## src/rtl/tdc_cal_pkg.sv

```systemverilog
package tdc_cal_pkg;
  typedef enum logic [2:0] {
    ST_IDLE, ST_WAIT_LOCK, ST_ADAPT, ST_SETTLED, ST_BACKGROUND, ST_FROZEN
  } cal_state_e;

  typedef enum logic [1:0] {
    STEP_HOLD, STEP_UP, STEP_DOWN
  } step_e;
endpackage

```

## src/rtl/tdc_cal_sign_step.sv

```systemverilog
module tdc_cal_sign_step
  import tdc_cal_pkg::*;
#(
  parameter int PHE_W  = 12,
  parameter int FRAC_W = 8
) (
  input  logic signed [PHE_W-1:0] phe,
  input  logic [FRAC_W-1:0]       frac,
  output step_e                   step
);
  localparam logic [FRAC_W-1:0] HALF = FRAC_W'(1) << (FRAC_W - 1);

  logic phe_zero, phe_neg, frac_hi;

  always_comb begin
    phe_zero = (phe == '0);
    phe_neg  = phe[PHE_W-1];
    frac_hi  = (frac >= HALF);
    if (phe_zero)               step = STEP_HOLD;
    else if (phe_neg ^ frac_hi) step = STEP_UP;
    else                        step = STEP_DOWN;
  end
endmodule

```

## src/rtl/tdc_cal_word.sv

```systemverilog
module tdc_cal_word
  import tdc_cal_pkg::*;
#(
  parameter int TW_W     = 6,
  parameter int TW_RESET = 32
) (
  input  logic            clk,
  input  logic            rst_n,
  input  logic            apply,
  input  step_e           step,
  output logic [TW_W-1:0] tw
);
  localparam logic [TW_W-1:0] TW_MAX  = {TW_W{1'b1}};
  localparam logic [TW_W-1:0] TW_INIT = TW_W'(TW_RESET);

  always_ff @(posedge clk or negedge rst_n) begin
    if (!rst_n) begin
      tw <= TW_INIT;
    end else if (apply) begin
      if (step == STEP_UP && tw != TW_MAX)        tw <= tw + 1'b1;
      else if (step == STEP_DOWN && tw != '0)     tw <= tw - 1'b1;
    end
  end

  AST_TW_UNIT_STEP: assert property (@(posedge clk) disable iff (!rst_n)
    (tw == $past(tw)) || (tw == $past(tw) + 1'b1) || (tw == $past(tw) - 1'b1));

  AST_TW_HOLD_NO_APPLY: assert property (@(posedge clk) disable iff (!rst_n)
    !apply |=> $stable(tw));
endmodule

```

## src/rtl/tdc_cal_conv.sv

```systemverilog
module tdc_cal_conv
  import tdc_cal_pkg::*;
#(
  parameter int WIN     = 64,
  parameter int REV_MIN = 8
) (
  input  logic  clk,
  input  logic  rst_n,
  input  logic  clear,
  input  logic  apply,
  input  step_e step,
  output logic  hit
);
  localparam int WIN_W = $clog2(WIN);
  localparam int REV_W = $clog2(REV_MIN + 1);

  logic [WIN_W-1:0] win_cnt;
  logic [REV_W-1:0] rev_cnt, rev_next;
  step_e            last_dir;
  logic             is_rev, win_end;

  always_comb begin
    is_rev   = apply && (step != STEP_HOLD) && (last_dir != STEP_HOLD) && (step != last_dir);
    rev_next = rev_cnt + REV_W'(is_rev);
    hit      = apply && (rev_next >= REV_W'(REV_MIN));
    win_end  = apply && (win_cnt == WIN_W'(WIN - 1));
  end

  always_ff @(posedge clk or negedge rst_n) begin
    if (!rst_n) begin
      win_cnt  <= '0;
      rev_cnt  <= '0;
      last_dir <= STEP_HOLD;
    end else if (clear || hit || win_end) begin
      win_cnt  <= '0;
      rev_cnt  <= '0;
      last_dir <= STEP_HOLD;
    end else if (apply) begin
      win_cnt <= win_cnt + 1'b1;
      rev_cnt <= rev_next;
      if (step != STEP_HOLD) last_dir <= step;
    end
  end

  AST_REV_WITHIN_WINDOW: assert property (@(posedge clk) disable iff (!rst_n)
    REV_W'(rev_cnt) <= REV_W'(win_cnt) || win_cnt >= WIN_W'(REV_MIN));
endmodule

```

## src/rtl/tdc_cal_rate.sv

```systemverilog
module tdc_cal_rate #(
  parameter int DEC_W = 4,
  parameter int TMR_W = 16
) (
  input  logic             clk,
  input  logic             rst_n,
  input  logic             bg_active,
  input  logic             frozen_active,
  input  logic             sample,
  input  logic [DEC_W-1:0] dec_exp,
  input  logic [TMR_W-1:0] rerun_cycles,
  output logic             bg_tick,
  output logic             rerun_fire
);
  localparam int DCNT_W = (1 << DEC_W) - 1;

  logic [DCNT_W-1:0] dcnt, mask;
  logic [TMR_W-1:0]  tmr;
  logic              tmr_run;

  always_comb begin
    mask       = (DCNT_W'(1) << dec_exp) - DCNT_W'(1);
    bg_tick    = bg_active && sample && ((dcnt & mask) == mask);
    tmr_run    = frozen_active && (rerun_cycles != '0);
    rerun_fire = tmr_run && (tmr == rerun_cycles - 1'b1);
  end

  always_ff @(posedge clk or negedge rst_n) begin
    if (!rst_n)          dcnt <= '0;
    else if (!bg_active) dcnt <= '0;
    else if (sample)     dcnt <= dcnt + 1'b1;
  end

  always_ff @(posedge clk or negedge rst_n) begin
    if (!rst_n)        tmr <= '0;
    else if (!tmr_run) tmr <= '0;
    else               tmr <= tmr + 1'b1;
  end

  AST_BG_TICK_SPACED: assert property (@(posedge clk) disable iff (!rst_n)
    (bg_tick && dec_exp != '0) |=> (!bg_tick || dec_exp == '0));

  AST_RERUN_NEEDS_TIMER: assert property (@(posedge clk) disable iff (!rst_n)
    rerun_fire |-> $past(frozen_active));
endmodule

```

## src/rtl/tdc_step_cal.sv

```systemverilog
module tdc_step_cal
  import tdc_cal_pkg::*;
#(
  parameter int PHE_W    = 12,
  parameter int FRAC_W   = 8,
  parameter int TW_W     = 6,
  parameter int TW_RESET = 32,
  parameter int WIN      = 64,
  parameter int REV_MIN  = 8,
  parameter int DEC_W    = 4,
  parameter int TMR_W    = 16
) (
  input  logic                    clk,
  input  logic                    rst_n,
  input  logic                    cal_en,
  input  logic                    pll_locked,
  input  logic                    bg_mode,
  input  logic [DEC_W-1:0]        dec_exp,
  input  logic [TMR_W-1:0]        rerun_cycles,
  input  logic                    s_valid,
  output logic                    s_ready,
  input  logic signed [PHE_W-1:0] s_phe,
  input  logic [FRAC_W-1:0]       s_frac,
  output logic [TW_W-1:0]         tw,
  output logic                    done
);
  cal_state_e state, nxt;
  step_e      step;
  logic       apply, in_adapt, bg_tick, rerun_fire, conv_hit;

  assign s_ready  = 1'b1;
  assign in_adapt = (state == ST_ADAPT);
  assign apply    = (in_adapt && s_valid) || bg_tick;
  assign done     = (state == ST_SETTLED) || (state == ST_BACKGROUND) || (state == ST_FROZEN);

  tdc_cal_sign_step #(.PHE_W(PHE_W), .FRAC_W(FRAC_W)) u_sign (
    .phe(s_phe), .frac(s_frac), .step(step)
  );

  tdc_cal_word #(.TW_W(TW_W), .TW_RESET(TW_RESET)) u_word (
    .clk(clk), .rst_n(rst_n), .apply(apply), .step(step), .tw(tw)
  );

  tdc_cal_conv #(.WIN(WIN), .REV_MIN(REV_MIN)) u_conv (
    .clk(clk), .rst_n(rst_n), .clear(!in_adapt), .apply(in_adapt && s_valid),
    .step(step), .hit(conv_hit)
  );

  tdc_cal_rate #(.DEC_W(DEC_W), .TMR_W(TMR_W)) u_rate (
    .clk(clk), .rst_n(rst_n), .bg_active(state == ST_BACKGROUND),
    .frozen_active(state == ST_FROZEN), .sample(s_valid), .dec_exp(dec_exp),
    .rerun_cycles(rerun_cycles), .bg_tick(bg_tick), .rerun_fire(rerun_fire)
  );

  always_comb begin
    nxt = state;
    if (!cal_en) begin
      nxt = ST_IDLE;
    end else begin
      unique case (state)
        ST_IDLE:      nxt = ST_WAIT_LOCK;
        ST_WAIT_LOCK: if (pll_locked) nxt = ST_ADAPT;
        default: begin
          if (!pll_locked) nxt = ST_WAIT_LOCK;
          else begin
            unique case (state)
              ST_ADAPT:   if (conv_hit) nxt = ST_SETTLED;
              ST_SETTLED: nxt = bg_mode ? ST_BACKGROUND : ST_FROZEN;
              ST_FROZEN:  if (rerun_fire) nxt = ST_ADAPT;
              default:    nxt = state;
            endcase
          end
        end
      endcase
    end
  end

  always_ff @(posedge clk or negedge rst_n) begin
    if (!rst_n) state <= ST_IDLE;
    else        state <= nxt;
  end

  AST_WAIT_NO_UPDATE: assert property (@(posedge clk) disable iff (!rst_n)
    (state == ST_WAIT_LOCK) |=> $stable(tw));

  AST_DONE_FROM_ADAPT: assert property (@(posedge clk) disable iff (!rst_n)
    $rose(done) |-> $past(state) == ST_ADAPT);

  AST_FROZEN_HOLDS_TW: assert property (@(posedge clk) disable iff (!rst_n)
    (state == ST_FROZEN && $past(state) == ST_FROZEN) |-> $stable(tw));

  AST_LOCK_LOSS_EXIT: assert property (@(posedge clk) disable iff (!rst_n)
    (cal_en && !pll_locked && state != ST_IDLE) |=> state == ST_WAIT_LOCK);
endmodule

```

## config.mk

```make
export PLATFORM = sky130hd
export DESIGN_NAME = tdc_step_cal
export DESIGN_NICKNAME = d
export VERILOG_FILES = /design/src/rtl/tdc_cal_pkg.sv /design/src/rtl/tdc_cal_sign_step.sv /design/src/rtl/tdc_cal_word.sv /design/src/rtl/tdc_cal_conv.sv /design/src/rtl/tdc_cal_rate.sv /design/src/rtl/tdc_step_cal.sv
export SDC_FILE = /design/constraint.sdc
export NUM_CORES = 1
export LEC_CHECK = 0
export BUFFER_PORTS_ARGS = -buffer_cell sky130_fd_sc_hd__buf_2
export CAP_MARGIN = 30
export CORE_UTILIZATION = 52
export DETAILED_ROUTE_END_ITERATION = 7
export GPL_ROUTABILITY_DRIVEN = 0
export PLACE_DENSITY_LB_ADDON = 0.05
export REMOVE_ABC_BUFFERS = 1
export SETUP_SLACK_MARGIN = 0.15
export SLEW_MARGIN = 0
export SYNTH_ARGS = -nofsm -noshare
export SYNTH_HDL_FRONTEND = slang
export SYNTH_SLANG_ARGS = --single-unit
```

## constraint.sdc

```tcl
create_clock -name clk -period 2.03 [get_ports clk]
set_input_delay 0.3045 -clock clk [delete_from_list [all_inputs] [get_ports clk]]
set_output_delay 0.3045 -clock clk [all_outputs]
set_load 0.01 [all_outputs]
```

# Yosys cells after proc, flatten, opt, wreduce, memory -nomap -nowiden
# Index checks and enable logic that the tools add are counted.
word_totals:
  reg_bits: 52
  out_inout_bits: 8
  wordCells: 89
op_classes:
  n_addsub: 8
  n_lt_le_gt_ge: 2
  eq_ne: 17
  n_shift: 1
  mux: 22
  n_bitwise: 2
  n_reduce_logical: 30
op_table:
  columns: ["operator", "count"]
  rows:
  - ["2-to-1 mux 15 bit", 2]
  - ["2-to-1 mux 6 bit", 4]
  - ["adder 16 x 1 -> 16 bit, second input constant", 1]
  - ["equality test 16 bit", 1]
  - ["2-to-1 mux 16 bit", 1]
  - ["nonzero test 16 bit", 1]
  - ["subtractor 16 x 1 -> 16 bit, second input constant", 1]
  - ["adder 15 x 1 -> 15 bit, second input constant", 1]
  - ["bitwise AND 15 bit", 1]
  - ["equality test 15 bit", 1]
  - ["2-to-1 mux 3 bit", 5]
  - ["left shift 1 x 4 -> 15 bit, first input constant", 1]
  - ["subtractor 15 x 2 -> 15 bit, second input constant", 1]
  - ["adder 6 x 1 -> 6 bit, second input constant", 2]
  - ["logical AND 1 bit", 12]
  - ["logical NOT 12 bit", 1]
  - ["!= test 6 bit, second input constant", 2]
  - ["2-to-1 mux 2 bit", 5]
  - ["nonzero test 2 bit", 5]
  - ["case mux 3 bit (3 select lines)", 1]
  - [">= comparator 8 bit, second input constant", 1]
  - ["2-to-1 mux 4 bit", 2]
  - ["!= test 7 x 2 -> 1 bit, second input constant", 1]
  - ["equality test 3 x 2 -> 1 bit, second input constant", 2]
  - ["other kinds (21)", 27]

# Logic depth before layout (Yosys ltp)
# Gate-level depths: netlist of the first run.
depth:
  word_depth: 16
  depth_mapped: 12
  depth_no_buf: 11

# Cells and area by module
# From an unflattened synthesis of the first run, not the netlist that was laid out.
unflattened:
  hier_cells: 409
  area_unflattened_um2: 3697.3
by_module_without_submodules:
  columns: ["mod", "instances", "cells_each", "area_per_inst_um2", "seq_area_each_um2"]
  rows:
  - ["tdc_cal_rate", 1, 275, 2346.0, 775.7]
  - ["tdc_cal_conv", 1, 57, 634.4, 300.3]
  - ["tdc_cal_word", 1, 41, 440.4, 151.4]
  - ["tdc_step_cal", 1, 29, 221.5, 75.1]
  - ["tdc_cal_sign_step", 1, 7, 55.1, 0.0]

# Least setup slack after synthesis of the first run
# OpenSTA, ideal clock, no wires.
synth_path:
  kind: "input-to-reg"
  start: "in dec_exp[3]"
  end: "reg u_word.tw[1]"
  t_arrival_ns: 2.394
  t_required_ns: 1.905
  slack_ns: -0.489
  cell_stages: 12
  n_path_buf: 2
  path_cell_list: "buf_2 nor2_1 nand2_1 ha_1 buf_2 nor4bb_1 a21oi_1 or3_1 o2111ai_2 a2111oi_4 o21ai_2 mux2_4"
synth_via:
  elab_chain_cells: 7
synth_rtl:
  columns: ["item", "line_no", "source"]
  rows:
  - ["from (decl)", "tdc_step_cal.sv:18", "input logic [DEC_W-1:0] dec_exp,"]
  - ["left shift 1 x 4 -> 15 bit *", "tdc_cal_rate.sv:22", "mask = (DCNT_W'(1) << dec_exp) - DCNT_W'(1);"]
  - ["subtractor 15 x 2 -> 15 bit *", "tdc_cal_rate.sv:22", null]
  - ["bitwise AND 15 bit", "tdc_cal_rate.sv:23", "bg_tick = bg_active && sample && ((dcnt & mask) == mask);"]
  - ["equality test 15 bit *", "tdc_cal_rate.sv:23", null]
  - ["logical AND 1 bit *", "tdc_cal_rate.sv:23", null]
  - ["logical OR 1 bit *", "tdc_step_cal.sv:33", "assign apply = (in_adapt && s_valid) || bg_tick;"]
  - ["AND reduction 2 bit (no line) *", null, null]
  - ["to (signal assigned)", "tdc_cal_word.sv:20", "if (step == STEP_UP && tw != TW_MAX) tw <= tw + 1'b1;"]
  - ["to (signal assigned)", "tdc_cal_word.sv:21", "else if (step == STEP_DOWN && tw != '0) tw <= tw - 1'b1;"]
  - ["to (decl)", "tdc_cal_word.sv:11", "output logic [TW_W-1:0] tw"]
# Mark *: on every way between the ends. The rest lies on a longest branch, timed or not.
# A chain may end at the register's enable or synchronous reset.

# Worst setup path in the final report of the first run
layout_path:
  start: "reg u_word.tw[5]"
  end: "reg u_word.tw[5]"
layout_via:
  elab_chain_cells: 4
  elab_cells_between_ends: 10
  cone_classes: "add/sub: 2; eq/ne: 1; mux: 2; reduce/logical: 5"
layout_rtl:
  columns: ["item"]
  rows:
  - ["parallel branches: the longest is 4 deep, another holds subtractor 6 x 1 -> 6 bit"]
# Several ways; the timed one is not identified. The select of a mux whose other input is x is not followed.

==> impl_metrics.csv, run 1 <==
group,metric,value,unit
outcome,status,"complete, but fails checks",
outcome,violations,"hold timing, setup timing",
yosys,ys_ff_latch,52,
routing,viasPerCell,5.533,
routing,drtAntennaViolNets,0,
floorplanning,io_pins,54,
routing,drc,0,
job,maxCapViolCount,0,
timing,rsz0062_at_grt,"yes",
power_and_ir_drop,p_leak,2.200,nW
yosys,netlist_instances,407,
power_and_ir_drop,total_power,3.101,mW
worst_hold_path,hold_path.class,"primary input to async pin",
placement,placed_area,0.004368,mm²
clock_tree,cts_tree,"yes",
timing,skew,0.009451,ns
global_routing,grt_antenna_before_repair,0,
global_routing,grt_max_degree,28,
routing,drt-initial-drc-count,114,
worst_setup_path,startpoint_type,"flop",
final_layout,final_cell_mix,"83 x buf_4, 50 x dfrtp_1, 49 x nor2_1, 43 x buf_2, 33 x nand2_1",
worst_setup_path,ff2ff_path_depth,11,
placement,place_ws,-0.5619,ns
timing,fin_crit_sh,118.3,%
final_layout,stdcell_area,0.004897,mm²
clock_tree,clkLatencyLatePin,0.31,ns
power_and_ir_drop,powerDensity,633.1,mW/mm²
worst_setup_path,r2r_setup_slack,-0.37,ns
timing,setup_viol,15,
timing,hold_violations,24,
yosys,synth-edff-count,0,
final_layout,drive_gt1_share,37.76,%
clock_tree,numClockSinks,52,
yosys,yosysWarnings,0,
worst_setup_path,crit_chain,"nand4_1 -> o21bai_1 -> or2_4 -> ha_4 -> a21o_1 -> a21oi_2 -> o21bai_1 -> a21oi_2 -> xnor2_2 -> o211ai_1 -> xnor2_1",
final_layout,final_util,75.40,%
timing,worst_slack,-0.3717,ns
worst_setup_path,crit-reg2reg-launch,"u_word.tw[5]",
worst_setup_path,crit_buf_inv,0,
worst_setup_path,worstSetupPathType,"flop to flop",
routing,wl_per_cell,14.67,µm
yosys,async_flop_share,100.0,%
worst_setup_path,crit_family,"compound AO/OA/AOI/OAI gates",
yosys,synth.distinct_cells,64,
clock_tree,numCtsBuffers,5,
clock_tree,path_clk_slew,0.09,ns
timing,slew_headroom,60.64,%
worst_setup_path,critPathMaxStageDelay,0.54,ns
timing,period_minus_slack,2.402,ns
placement,portBuffers,45,
floorplanning,core-area,0.006495,mm²
yosys,synth_ff_type,"dfrtp_1",
clock_tree,cts_max_level,2,
final_layout,n_antenna_cell,0,
routing,drt_wl_total,8.979,mm
clock_tree,cts_hold_buf,0,
power_and_ir_drop,ir_drop,822.3,µV
clock_tree,clk_path_buf_depth,2,
worst_setup_path,worst_setup_path_end_kind,"flop",
worst_setup_path,critPathMaxFanout,4,
worst_setup_path,slowest_stage,"dfstp_2",
worst_setup_path,cp.required,2.26,ns
timing,final-max-slew-violation-count,0,
global_routing,grt_usage,25.89,%
global_routing,grt_pass1_vias,3336,
routing,vias,3386,
routing,dr.pass1.iters,6,
clock_tree,root_buffer,"clkbuf_8",
yosys,syn_area,0.003570,mm²
final_layout,layout.nets,593,
worst_setup_path,r2r-end,"u_word.tw[5]",
global_routing,overflow,0,
timing,holdWs,-0.01172,ns
floorplanning,dieArea,0.007200,mm²
floorplanning,rows,29,
timing,worst_slew_pin_slew,0.5904,ns
floorplanning,dieHeight,84.86,µm
yosys,syn_avg_cell_area,8.771,µm²
yosys,synth-seq-area-share,36.49,%
timing,fmax,0.4164,GHz
placement,place_hpwl,6.525,mm
final_layout,layout_commonest_cell,"buf_4",
floorplanning,initial_core_util,54.96,%
global_routing,grt_pass1_wl,15.00,mm
final_layout,fill_cells,470,
worst_setup_path,worstPathArrival,2.63,ns
floorplanning,die-width,84.86,µm
final_layout,area_growth,37.19,%
synth_stat cells, drive strengths merged, types with 3 or more instances:
master | number | area, µm²
ha | 12 | 150.1
nand4 | 8 | 50.05
a21oi | 22 | 110.1
nand3b | 3 | 22.52
nor3 | 8 | 45.04
nand2 | 39 | 146.4
xnor2 | 27 | 236.5
o21ai | 14 | 73.82
a31oi | 4 | 25.02
xor2 | 29 | 254.0
o2111ai | 3 | 32.53
nor4 | 7 | 58.81
mux2i | 4 | 40.04
and3 | 8 | 50.05
clkbuf | 7 | 26.28
nor2 | 60 | 227.7
dfrtp | 51 | 1276
nand3 | 19 | 95.09
o211ai | 3 | 22.52
buf | 7 | 50.05
inv | 14 | 52.55
nand2b | 6 | 37.54
mux2 | 5 | 71.32
a32oi | 3 | 26.28
or3 | 5 | 31.28
nor2b | 4 | 27.53
routing by layer:
metal / vias to the layer above / part of all wire (%) / track usage (%)
met5: - / 0 / 0
met4: 0 / 1.0 / 5.701
met3: 13 / 3.7 / 3.988
met2: 75 / 47 / 43.24
met1: 1625 / 48 / 35.82
li1: 1673 / - / -
metrics by stage:
step / setup TNS [ns] / hold WS (ns) / std cells
after floorplan: -2.293 / 0.008909 / 393
after global routing: -4.381 / 0.02262 / 612
after global placement: -4.437 / 0.3380 / 587
final: -1.800 / -0.01172 / 612
after detailed placement: -5.672 / 0.3414 / 587
after CTS: -1.568 / 0.003780 / 607
final cells by class:
| class | instances | area, µm² | area share, % |
|---|---|---|---|
| multi-input combinational | 327 | 2382 | 48.65 |
| sequential | 52 | 1304 | 26.62 |
| timing repair buffer | 134 | 940.9 | 19.21 |
| tap | 77 | 96.34 | 1.967 |
| clock buffer | 6 | 82.58 | 1.686 |
| inverter | 14 | 52.55 | 1.073 |
| clock inverter | 2 | 38.79 | 0.7920 |
worst max path at each step:
stage,from,to,cells after the start
floorplan,dec_exp[1],u_word.tw[1],10
global placement,dec_exp[1],u_word.tw[1],10
detailed placement,dec_exp[1],u_word.tw[4],11
CTS,u_word.tw[5],u_word.tw[5],11
global route,u_word.tw[5],u_word.tw[5],11
finish,u_word.tw[5],u_word.tw[5],11
flip-flops by register name (all words and copies together) (netlist names):
register and flops:
u_rate.tmr 16, u_rate.dcnt 15, u_conv.win_cnt 6, u_word.tw 6, u_conv.rev_cnt 4, state 3, u_conv.last_dir 2
cells by family (layout without fill, tap and decap cells):
family | count (synthesis) | in the layout | synth area share, %
mux | 9 | 9 | 3.120
fa+ha+maj | 13 | 13 | 4.767
xor+xnor | 56 | 56 | 13.74
other cells | 1 | 1 | 0.1051
flops | 52 | 52 | 36.49
buf+inv | 28 | 156 | 3.610
simple gates | 179 | 179 | 24.85
compound gates | 69 | 69 | 13.32
power breakdown:
part | internal [mW] | total, mW | switching, mW
clock | 0.404 | 0.763 | 0.359
sequential | 1.10 | 1.14 | 0.0375
combinational | 0.652 | 1.20 | 0.547
timing repair:
action / CTS / global route
pin swaps: 34 / 13
resized for setup: 36 / 26
setup buffers: 12 / 5
endpoints found under the setup margin: 21 / 25
No activity file was read; power rests on OpenSTA's default activity.
==> run 2, diff against run 1 <==
Settings changed: PLACE_DENSITY set to 0.85, PLACE_DENSITY_LB_ADDON 0.05 to unset.
==> run 2 against run 1 <==
Net effect:
- the run ends with DRC, setup timing left
- clock power shrank 20%
- via count grew 2.1%
- global-route usage grew 1.1 points
- setup slack gained 0.088 ns
- cell count shrank 2.9%
- routed wire length grew 5.1%
- power shrank 11%
- first-iteration DRC count grew to 2.6 times the previous value
- non-clock buffer count shrank 18
- critical path type unchanged
- largest power group is now registers
==> impl_metrics.csv, run 2 (synthesis results as in run 1) <==
group,metric,value,unit
final_layout,final_util,70.95,%
floorplanning,dieHeight,84.86,µm
worst_setup_path,slowest_stage,"dfstp_2",
final_layout,regMostFlops,"u_rate.tmr",
power_and_ir_drop,p_leak,2.055,nW
power_and_ir_drop,powerDensity,598.1,mW/mm²
final_layout,multi_input_area,0.002290,mm²
outcome,status,"complete, but fails checks",
global_routing,grt_antenna_before_repair,0,
clock_tree,numCtsBuffers,5,
placement,dp.cells,581,
power_and_ir_drop,total_power,2.756,mW
routing,drtAntennaViolNets,0,
worst_setup_path,r2r_setup_slack,-0.28,ns
global_routing,grt_pass1_vias,3441,
global_routing,grt_usage,27.00,%
timing,period_minus_slack,2.314,ns
placement,place_hpwl,6.796,mm
final_layout,final_cells,594,
floorplanning,die-width,84.86,µm
floorplanning,dieArea,0.007200,mm²
final_layout,seq_area,0.001304,mm²
clock_tree,cts_max_level,2,
routing,drt-initial-drc-count,302,
outcome,violations,"DRC, setup timing",
final_layout,drive_gt1_share,32.69,%
global_routing,overflow,0,
timing,setup_viol,15,
floorplanning,io_pins,54,
clock_tree,cts_tree,"yes",
worst_setup_path,critPathMaxFanout,4,
final_layout,fill_cells,429,
floorplanning,initial_core_util,54.96,%
routing,drt_wl_total,9.441,mm
clock_tree,path_clk_slew,0.10,ns
global_routing,grt_max_degree,53,
clock_tree,root_buffer,"clkbuf_8",
final_layout,n_antenna_cell,0,
clock_tree,clkLatencyLatePin,0.31,ns
timing,rsz0062_at_grt,"yes",
worst_setup_path,cp.required,2.26,ns
timing,setup_tns,-1.916,ns
final_layout,largest_reg_flops,16,
timing,holdWs,0.2247,ns
routing,wl_per_cell,15.89,µm
worst_setup_path,crit_chain,"nand4_1 -> o21bai_1 -> or2_4 -> ha_4 -> a21o_1 -> a21oi_2 -> o21bai_1 -> a21oi_1 -> xnor2_1 -> o211ai_1 -> xnor2_1",
final_layout,layout.nets,575,
global_routing,grt_pass1_wl,15.53,mm
final_layout,area_growth,29.09,%
routing,vias,3457,
routing,drc,2,
placement,portBuffers,45,
worst_setup_path,worstSetupPathType,"flop to flop",
clock_tree,clk_path_buf_depth,2,
floorplanning,rows,29,
clock_tree,numClockSinks,52,
final_layout,top_regs,"u_rate.tmr: 16 flops, u_rate.dcnt: 15 flops",
timing,fmax,0.4322,GHz
power_and_ir_drop,ir_drop,383.1,µV
worst_setup_path,critPathMaxStageDelay,0.55,ns
worst_setup_path,startpoint_type,"flop",
routing,viasPerCell,5.820,
worst_setup_path,worstPathArrival,2.55,ns
routing,dr.pass1.iters,7,
timing,worst_slack,-0.2839,ns
final_layout,final_cell_mix,"69 x buf_4, 51 x nor2_1, 50 x dfrtp_1, 45 x buf_2, 36 x nand2_1",
job,maxCapViolCount,0,
worst_setup_path,worst_setup_path_end_kind,"flop",
timing,final-max-slew-violation-count,0,
final_layout,layout_commonest_cell,"buf_4",
timing,hold_violations,0,
timing,fin_crit_sh,114.0,%
floorplanning,core-area,0.006495,mm²
worst_hold_path,hold_path.class,"primary input to flop",
timing,skew,0.006622,ns
==> run 2: cell types whose count changed in the layout (fill, tap and decap cells not counted), sizes merged <==
cell / before / now
clkbuf: 6 / 5
dlygate4sd3: 0 / 1
clkinvlp: 0 / 2
buf: 134 / 115
bufinv: 1 / 0
==> run 2: cell type report <==
cell class | count | area share [%]
multi-input cells | 327 | 49.69
flip-flops and latches | 52 | 28.29
repair buffers | 116 | 16.78
well taps | 77 | 2.091
clock buffers | 5 | 1.493
inverters | 14 | 1.140
clock inverters | 3 | 0.5159
==> run 2: through the flow <==
stage                     setup slack, ns  cell area, µm²
after floorplan                   -0.3833            3493
after global placement            -0.5364            4323
after detailed placement          -0.6172            4323
after CTS                         -0.3116            4546
after global routing              -0.4567            4608
final                             -0.2839            4608
==> run 2: what timing repair did <==
item	CTS	global route
endpoints found under the hold margin	51	0
hold buffers	1	0
buffers inserted	4	0
gates resized for setup	22	15
pin swaps	31	10
endpoints found under the setup margin	21	23
==> run 2: worst paths after layout <==
| path | from | endpoint | cells after the start |
|---|---|---|---|
| max reg2reg | u_word.tw[5] | u_word.tw[5] | 11 |
| max in group asynchronous | rst_n | u_word.tw[5] | 3 |
| max | u_word.tw[5] | u_word.tw[5] | 11 |
| min reg2reg | u_rate.tmr[0] | u_rate.tmr[0] | 1 |
| min | pll_locked | state[0] | 2 |
| min in group asynchronous | rst_n | u_rate.tmr[2] | 3 |
==> run 2: worst max-delay path, delay by kind of cell, from the launching register on <==
| family | cells | cell delay (ns) |
|---|---|---|
| AO/OA/AOI/OAI | 6 | 0.86 |
| flip-flops | 1 | 0.55 |
| XOR/XNOR | 2 | 0.35 |
| AND/OR/NAND/NOR | 2 | 0.29 |
| adder cells (fa/ha/maj) | 1 | 0.20 |
==> run 2: metal layers <==
metal	wire (µm)	part of all wire, %	track usage, %
met3	479	5.1	4.377
met4	183	1.9	10.02
met1	3844	41	34.05
met5	0	0	0
met2	4933	52	46.93
==> run 2: power by group <==
group          switching [mW]  leakage, nW  total, mW  internal [mW]
clock network           0.365       0.0404      0.610          0.245
logic                   0.480         1.30       1.01          0.526
registers              0.0394        0.712       1.14           1.10
total                   0.884         2.05       2.76           1.87
==> run 3, diff against run 2 <==
Settings changed: SETUP_SLACK_MARGIN 0.15 to 0.3.
==> run 3 against run 2 <==
Net effect:
- the run ends with setup timing left
- setup slack lost 0.0094 ns
- cell count grew 0.17%
- worst hold slack is essentially flat
- final area grew 1.4%
- critical path depth shrank 1
- sequential share of layout area shrank 0.40 points
- die area is the same
- non-clock buffer count grew 1
- global-route usage is essentially flat
- clock power is essentially flat
- sequential power is essentially flat
- critical path type is now primary input to flop
- largest power group unchanged
==> impl_metrics.csv, run 3 (synthesis results as in run 1) <==
group,metric,value,unit
final_layout,largest_reg_flops,16,
routing,highest-signal-layer,"met4",
worst_setup_path,ff2ff_path_depth,11,
final_layout,regMostFlops,"u_rate.tmr",
floorplanning,initial_core_util,54.96,%
worst_setup_path,worstPathArrival,2.53,ns
worst_setup_path,cp.required,2.24,ns
routing,wl_per_cell,16.56,µm
clock_tree,numCtsBuffers,5,
worst_setup_path,startpoint_type,"primary input",
global_routing,grt_pass1_vias,3433,
clock_tree,cts_max_level,2,
job,maxCapViolCount,0,
final_layout,layout.nets,576,
final_layout,layout_commonest_cell,"buf_4",
clock_tree,clkLatencyLatePin,0.31,ns
timing,worst_slack,-0.2933,ns
power_and_ir_drop,switching_share,32.38,%
power_and_ir_drop,p_leak,2.068,nW
power_and_ir_drop,pwr-share-seq,41.2,%
worst_setup_path,crit-reg2reg-launch,"u_word.tw[5]",
final_layout,fill_cells,409,
global_routing,grt_usage,27.04,%
outcome,violations,"setup timing",
global_routing,grt_antenna_before_repair,0,
routing,drt-initial-drc-count,216,
floorplanning,core-area,0.006495,mm²
routing,wl_met2,5.103,mm
routing,vias,3520,
timing,rsz0062_at_grt,"yes",
timing,period_minus_slack,2.323,ns
worst_hold_path,hold_end,"state[0]",
floorplanning,die-width,84.86,µm
routing,viasPerCell,5.916,
floorplanning,rows,29,
global_routing,grt_max_degree,53,
final_layout,drive_gt1_share,33.98,%
worst_setup_path,worstSetupPathType,"primary input to flop",
timing,setup_viol,15,
power_and_ir_drop,clockPowerShare,22.1,%
power_and_ir_drop,combPwrFrac,36.8,%
timing,fin_crit_sh,114.4,%
floorplanning,dieHeight,84.86,µm
worst_setup_path,r2r_setup_slack,-0.29,ns
timing,hold_violations,0,
global_routing,grt_pass1_wl,15.57,mm
power_and_ir_drop,powerDensity,593.0,mW/mm²
worst_setup_path,crit_chain,"buf_2 -> nor2_1 -> nand3_1 -> ha_1 -> o221ai_1 -> nor4_4 -> o2111ai_2 -> a2111oi_4 -> o21ai_2 -> mux2_4",
final_layout,n_antenna_cell,0,
timing,final-max-slew-violation-count,0,
worst_hold_path,hold_path.class,"primary input to flop",
routing,dr.pass1.iters,7,
worst_setup_path,critPathMaxFanout,5,
timing,holdWs,0.2248,ns
routing,wl_met1,3.962,mm
final_layout,top_regs,"u_rate.tmr: 16 flops, u_rate.dcnt: 15 flops",
timing,skew,0.005794,ns
worst_setup_path,critPathMaxStageDelay,0.42,ns
worst_setup_path,r2r-end,"u_word.tw[5]",
worst_setup_path,slowest_stage,"a2111oi_4",
floorplanning,io_pins,54,
routing,drt_wl_total,9.852,mm
worst_setup_path,worst_setup_path_end_kind,"flop",
global_routing,overflow,0,
timing,fmax,0.4304,GHz
routing,drtAntennaViolNets,0,
placement,placed_area,0.004323,mm²
placement,place_hpwl,6.796,mm
outcome,status,"complete, but fails checks",
routing,drc,0,
placement,portBuffers,45,
clock_tree,clk_path_buf_depth,2,
power_and_ir_drop,ir_drop,402.9,µV
power_and_ir_drop,internal-power,1.874,mW
clock_tree,root_buffer,"clkbuf_8",
clock_tree,numClockSinks,52,
timing,setup_tns,-2.093,ns
worst_hold_path,hold_depth,2,
power_and_ir_drop,power_switching,897.7,µW
final_layout,area_growth,30.95,%
clock_tree,path_clk_slew,0.10,ns
worst_hold_path,hold_start,"pll_locked",
final_layout,final_cell_mix,"69 x buf_4, 51 x nor2_1, 50 x dfrtp_1, 45 x buf_2, 35 x nand2_1",
floorplanning,dieArea,0.007200,mm²
clock_tree,cts_tree,"yes",
routing,met3_wirelength,532,µm
final_layout,stdcell_area,0.004674,mm²
run 3: changes by cell type in the layout (fill, tap and decap cells not counted), sizes merged:
| cell | delta |
|---|---|
| buf | +1 |
run 3: power groups by stage:
| stage | Clock [mW] | Sequential [mW] | Combinational, mW |
|---|---|---|---|
| finish | 0.611 | 1.14 | 1.02 |
| detailed placement | 0 | 1.16 | 0.932 |
| global route | 0.663 | 1.15 | 1.11 |
| CTS | 0.619 | 1.14 | 0.985 |
| floorplan | 0 | 1.22 | 0.399 |
| global placement | 0 | 1.15 | 0.879 |
run 3: worst max path at each step:
stage,startpoint,to,cells past startpoint
after detailed placement,dec_exp[1],u_word.tw[1],10
after floorplan,dec_exp[1],u_word.tw[1],10
after global placement,dec_exp[1],u_word.tw[4],10
final,dec_exp[1],u_word.tw[1],10
after CTS,u_word.tw[5],u_word.tw[5],11
after global routing,u_word.tw[5],u_word.tw[5],11
run 3: timing repair:
action,in CTS,in global routing
setup buffers,4,1
gates resized for setup,25,25
endpoints found under the hold margin,51,0
setup endpoints to repair,26,31
pin swaps,32,9
hold buffers,1,0
run 3: final cells by class:
cell class	count	area (µm²)	share of cell area [%]
Multi-Input combinational cell	327	2345	50.16
Sequential cell	52	1304	27.89
Timing Repair Buffer	117	784.5	16.78
Tap cell	77	96.34	2.061
Clock buffer	5	68.82	1.472
Inverter	14	52.55	1.124
Clock inverter	3	23.77	0.5086
run 3: metal layers:
layer,global-route usage (%),vias to the layer above
met5,0,-
met4,9.091,0
met3,4.183,28
met2,47.97,146
met1,33.80,1709
li1,-,1637
run 3: worst max-delay path: cells and delay by family:
kind	cells	cell delay (ns)
muxes	1	0.34
buffers and inverters	1	0.11
adders and majority gates	1	0.28
and+or+nand+nor	3	0.57
AOI/OAI and AO/OA	4	0.92
run 3: stage by stage:
step | total power [mW] | instances | util, % | setup WS, ns
2_1_floorplan | 1.623 | 393 | - | -0.3833
3_3_place_gp | 2.033 | 581 | 66.56 | -0.5364
5_1_grt | 2.920 | 595 | 71.97 | -0.4588
3_5_place_dp | 2.089 | 581 | 66.56 | -0.6172
6_report | 2.772 | 595 | 71.97 | -0.2933
4_1_cts | 2.743 | 594 | 70.16 | -0.3116
